File: config.mk
export PLATFORM = sky130hd
export DESIGN_NAME = trg_detect
export DESIGN_NICKNAME = d
export VERILOG_FILES = /design/src/rtl/trg_pkg.sv /design/src/rtl/trg_level_match.sv /design/src/rtl/trg_edge_unit.sv /design/src/rtl/trg_fast_edge.sv /design/src/rtl/trg_detect.sv
export SDC_FILE = /design/constraint.sdc
export NUM_CORES = 1
export LEC_CHECK = 0
export ABC_AREA = 1
export ABC_CLOCK_PERIOD_IN_PS = 3000
export BUFFER_PORTS_ARGS = -buffer_cell sky130_fd_sc_hd__clkbuf_2
export CORE_UTILIZATION = 30
export CTS_CLUSTER_DIAMETER = 100
export DETAILED_ROUTE_END_ITERATION = 10
export PLACE_DENSITY = 0.47
export SLEW_MARGIN = 10
export SYNTH_ARGS = -nofsm -noshare
export SYNTH_HDL_FRONTEND = slang
export SYNTH_SLANG_ARGS = --single-unit
File: constraint.sdc
create_clock -name clk -period 3 [get_ports clk]
set_input_delay 0.15 -clock clk [delete_from_list [all_inputs] [get_ports clk]]
set_output_delay 0.15 -clock clk [all_outputs]
set_load 0.01 [all_outputs]
File: src/rtl/trg_pkg.sv
package trg_pkg;
    localparam int TRG_CHANNELS   = 16;
    localparam int TRG_EDGE_UNITS = 2;
    localparam int TRG_PIN_BITS   = 3;

    typedef enum logic {
        MODE_NORMAL = 1'b0,
        MODE_FAST   = 1'b1
    } trg_mode_e;
endpackage

File: src/rtl/trg_level_match.sv
module trg_level_match #(
    parameter int CH = 16
) (
    input  logic [CH-1:0] cur_i,
    input  logic [CH-1:0] mask_i,
    input  logic [CH-1:0] value_i,
    output logic          match_o
);
    logic [CH-1:0] masked;

    always_comb begin
        masked  = cur_i & mask_i;
        match_o = (masked == value_i);
    end
endmodule

File: src/rtl/trg_edge_unit.sv
module trg_edge_unit #(
    parameter int CH       = 16,
    parameter int UNIT_IDX = 0
) (
    input  logic [CH-1:0] cur_i,
    input  logic [CH-1:0] prev_i,
    input  logic [CH-1:0] rise_mask_i,
    input  logic [CH-1:0] fall_mask_i,
    output logic          used_o,
    output logic          hit_o
);
    localparam int IDX_W = (CH > 1) ? $clog2(CH) : 1;
    localparam int CNT_W = $clog2(CH + 1);

    logic [CH-1:0]    watch;
    logic [IDX_W-1:0] sel;
    logic             found;
    logic [CNT_W-1:0] seen;
    logic             rose;
    logic             fell;

    // Pick the UNIT_IDX-th lowest channel that has any edge request.
    always_comb begin
        watch = rise_mask_i | fall_mask_i;
        sel   = '0;
        found = 1'b0;
        seen  = '0;
        for (int i = 0; i < CH; i++) begin
            if (watch[i]) begin
                if (!found && (int'(seen) == UNIT_IDX)) begin
                    sel   = IDX_W'(i);
                    found = 1'b1;
                end
                seen = seen + 1'b1;
            end
        end
    end

    always_comb begin
        rose   = ~prev_i[sel] &  cur_i[sel];
        fell   =  prev_i[sel] & ~cur_i[sel];
        used_o = found;
        hit_o  = found & ((rise_mask_i[sel] & rose) | (fall_mask_i[sel] & fell));
    end
endmodule

File: src/rtl/trg_fast_edge.sv
module trg_fast_edge #(
    parameter int CH       = 16,
    parameter int PIN_BITS = 3
) (
    input  logic [CH-1:0]     cur_i,
    input  logic [CH-1:0]     prev_i,
    input  logic [PIN_BITS:0] sel_i,
    output logic              hit_o
);
    logic [PIN_BITS-1:0] pin;
    logic                want_fall;
    logic                now_bit;
    logic                was_bit;

    always_comb begin
        pin       = sel_i[PIN_BITS-1:0];
        want_fall = sel_i[PIN_BITS];
        now_bit   = cur_i[pin];
        was_bit   = prev_i[pin];
        hit_o     = want_fall ? (was_bit & ~now_bit) : (~was_bit & now_bit);
    end
endmodule

File: src/rtl/trg_detect.sv
module trg_detect
    import trg_pkg::*;
#(
    parameter int CH         = trg_pkg::TRG_CHANNELS,
    parameter int EDGE_UNITS = trg_pkg::TRG_EDGE_UNITS,
    parameter int PIN_BITS   = trg_pkg::TRG_PIN_BITS
) (
    input  logic              clk,
    input  logic              rst_n,
    input  logic              arm_i,
    input  logic              smp_valid_i,
    input  logic [CH-1:0]     smp_data_i,
    input  logic              fast_mode_i,
    input  logic [PIN_BITS:0] fast_sel_i,
    input  logic [CH-1:0]     level_mask_i,
    input  logic [CH-1:0]     level_value_i,
    input  logic [CH-1:0]     rise_mask_i,
    input  logic [CH-1:0]     fall_mask_i,
    output logic              trig_pulse_o,
    output logic              triggered_o,
    output logic              watching_o
);
    typedef struct packed {
        logic          armed;
        logic          triggered;
        logic          pulse;
        logic          have_prev;
        logic [CH-1:0] prev;
    } det_state_t;

    det_state_t st_d, st_q;

    trg_mode_e         mode;
    logic              level_ok;
    logic [EDGE_UNITS-1:0] unit_used;
    logic [EDGE_UNITS-1:0] unit_hit;
    logic              fast_hit;
    logic              normal_hit;
    logic              edge_ok;
    logic              cond_hit;
    logic              fire;

    trg_level_match #(.CH(CH)) level_i (
        .cur_i   (smp_data_i),
        .mask_i  (level_mask_i),
        .value_i (level_value_i),
        .match_o (level_ok)
    );

    for (genvar u = 0; u < EDGE_UNITS; u++) begin : g_edge
        trg_edge_unit #(.CH(CH), .UNIT_IDX(u)) edge_i (
            .cur_i       (smp_data_i),
            .prev_i      (st_q.prev),
            .rise_mask_i (rise_mask_i),
            .fall_mask_i (fall_mask_i),
            .used_o      (unit_used[u]),
            .hit_o       (unit_hit[u])
        );
    end

    trg_fast_edge #(.CH(CH), .PIN_BITS(PIN_BITS)) fast_i (
        .cur_i  (smp_data_i),
        .prev_i (st_q.prev),
        .sel_i  (fast_sel_i),
        .hit_o  (fast_hit)
    );

    always_comb begin
        mode       = trg_mode_e'(fast_mode_i);
        edge_ok    = (|unit_used) ? (st_q.have_prev & (|unit_hit)) : 1'b1;
        normal_hit = level_ok & edge_ok;
        cond_hit   = (mode == MODE_FAST) ? (st_q.have_prev & fast_hit) : normal_hit;
        fire       = st_q.armed & smp_valid_i & ~arm_i & cond_hit;

        st_d       = st_q;
        st_d.pulse = 1'b0;
        if (arm_i) begin
            st_d.armed     = 1'b1;
            st_d.triggered = 1'b0;
            st_d.have_prev = 1'b0;
        end else if (smp_valid_i) begin
            st_d.prev      = smp_data_i;
            st_d.have_prev = 1'b1;
            if (fire) begin
                st_d.armed     = 1'b0;
                st_d.triggered = 1'b1;
                st_d.pulse     = 1'b1;
            end
        end
    end

    always_ff @(posedge clk or negedge rst_n) begin
        if (!rst_n) begin
            st_q <= '0;
        end else begin
            st_q <= st_d;
        end
    end

    assign trig_pulse_o = st_q.pulse;
    assign triggered_o  = st_q.triggered;
    assign watching_o   = st_q.armed;
endmodule

==> qor.yml <==
fin_hold_ws_ps: 146
clk_path_buf_depth: 2
clk_latency_ps: 260
rows: 49
worst_ir_drop_vdd_uv: 272
synth_most_common_cell: "nand2_1"
synth.avg_cell_area_sq_um: 5.41
routed_wl_um: 21100
drive_gt1_share_pct: 43.8
rsz0062_at_grt: "yes"
synth_edf_count: 0
nNetsFinal: 1534
ant_nets: 0
io_pins: 92
yosysWarnings: 0
dieWidth_um: 139
first_global_vias: 7123
antenna_found_initial: 0
cts-buffers-inserted: 3
final.period_utilization_pct: 274
synth_common_cells: "nand2_1, nand3_1, inv_1"
die-area_sq_um: 19400
crit_required_ps: 3150
netlist.area_leader.share_pct: 21.2
crit_type: "primary input to flop"
synth_fp_nets: 1175
grt_start_max_net_pins: 34
grt.total_usage_pct: 21.5
p_leak_nw: 5.35
multi_input_area_sq_um: 5120
first_pass_iters: 7
critical_path.slowest_cell: "a21oi_2"
cts_sinks: 20
violations: "negative setup slack"
nFillCells: 1831
io_buffers: 91
drc: 0
fin_crit_ps: 8210
end_kind: "flop"
start_kind: "primary input"
p_clk_share_pct: 7.4
tightest_slew_ps: 878
slew_headroom_pct: 41.3
p_per_area_nw_per_um2: 529
wl_per_cell_um: 12.9
fin_area_sq_um: 9570
max_cap_viol_count: 0
synth.distinct_cells: 38
synth_seq_cells: 20
worstHoldPathType: "primary input to flop"
p_comb_share_pct: 86.1
slew_viol_final: 0
final_util_pct: 52.5
yosysTopAreaCell: "nand2_1"
crit_fanout: 6
synth_area_sq_um: 5660
grt_pass1_wl_um: 34300
arrival_ps: 8360
fmax_mhz: 122
cts_root_buf: "clkbuf_16"
setup_viol: 3
dieHeight_um: 139
overflow: 0
ys_seq_area_share_pct: 8.84
diodes: 0
seqCellArea_sq_um: 500
htree_levels: 1
p_switching_mw: 2.54
postSynthCellCount: 1047
clkTransAtPathRegs_ps: 60
async_flop_share_pct: 100
p_int_mw: 2.53
gp_congestion: 0.852
cts_tree: "done"
seqPwrFrac_pct: 6.6
drt_iter0_drc: 464
switching_share_pct: 50.1
status: "finished with violations"
post-dp-hpwl_um: 15800
skew_ps: 1.46
synth.area.top_cells: "nand2_1, nand3_1, inv_1"
fin_ws_ps: -5210
via_per_inst: 4.64
num_vias: 7584
crit_top_cell: "buf_4"
synth_flop_cell: "dfrtp_1"
area_growth_pct: 69.0
dpl_cell_area_sq_um: 8160
finalHoldViolations: 0
crit_path_max_incr_delay_ps: 190
initial_core_util_pct: 31.1
core-area_sq_um: 18200
-- path summary, 6_finish.rpt --
check / from / end / slack [ps] / cells past startpoint
max: rise_mask_i[0] / triggered_o / -5210 / 78
min: arm_i / watching_o / 150 / 3
max reg2reg: st_q[5] / triggered_o / 1370 / 12
max in group asynchronous: rst_n / st_q[5] / 2250 / 2
min in group asynchronous: rst_n / st_q[15] / 400 / 2
min reg2reg: triggered_o / triggered_o / 510 / 2
-- flip-flops by register name (all words and copies together) (netlist names) --
signal        cells
watching_o        1
st_q             17
triggered_o       1
trig_pulse_o      1
-- per-layer routing --
metal / wire length (um) / track usage [%]
met5: 0 / 0
met4: 297 / 4.09
met3: 1040 / 2.58
met2: 9470 / 35.2
met1: 10300 / 30.2
-- metrics by stage --
step / setup WS (ps) / setup TNS [ps] / std cells / power (mW)
floorplan: -4950 / -14830 / 1047 / 2.60
global placement: -5440 / -16260 / 1554 / 3.77
detailed placement: -5530 / -16510 / 1554 / 3.77
CTS: -5060 / -15120 / 1620 / 4.57
global route: -5570 / -16620 / 1634 / 5.57
finish: -5210 / -15580 / 1634 / 5.07
-- cell families after synthesis --
group | synth area share (%)
buf+inv | 13.8
simple gates | 59.8
flops | 8.84
fa+ha+maj | 8.62
compound gates | 6.61
xor+xnor | 2.32
-- worst max-delay path: cells and delay by family --
kind | cells | cell delay [ps]
compound gates | 5 | 570
fa+ha+maj | 1 | 160
buf+inv | 49 | 5760
simple gates | 23 | 1670
-- cell type report --
class	instances	area share [%]
well taps	229	2.99
multi-input cells	830	53.5
flip-flops and latches	20	5.23
clock inverters	1	0.314
repair buffers	377	30.2
inverters	174	6.93
clock buffers	3	0.785
-- power by group through the flow --
stage | combinational [mW] | sequential, mW | clock, mW
2_1_floorplan | 2.27 | 0.326 | 0
3_3_place_gp | 3.43 | 0.337 | 0
3_5_place_dp | 3.43 | 0.337 | 0
4_1_cts | 3.86 | 0.332 | 0.380
5_1_grt | 4.83 | 0.338 | 0.394
6_report | 4.36 | 0.333 | 0.373
-- placed cells by master (no fill, tap or decap), types with 13 or more instances in the layout --
cell,instances
a21oi_1,13
buf_4,262
clkbuf_2,87
dfrtp_1,20
ha_1,26
ha_4,13
inv_1,140
inv_2,30
nand2_1,266
nand2_2,64
nand2_4,38
nand3_1,160
nand3_2,29
nand4_1,17
nor2_1,72
o21ai_0,31
xnor2_1,13
-- repair_timing --
action,CTS,global route
pin swaps,44,78
setup endpoints to repair,3,3
hold buffers,1,0
endpoints found under the hold margin,20,0
gates cloned,5,0
gates resized for setup,60,99
buffers inserted,60,15
(Power assumes the default switching activity.)
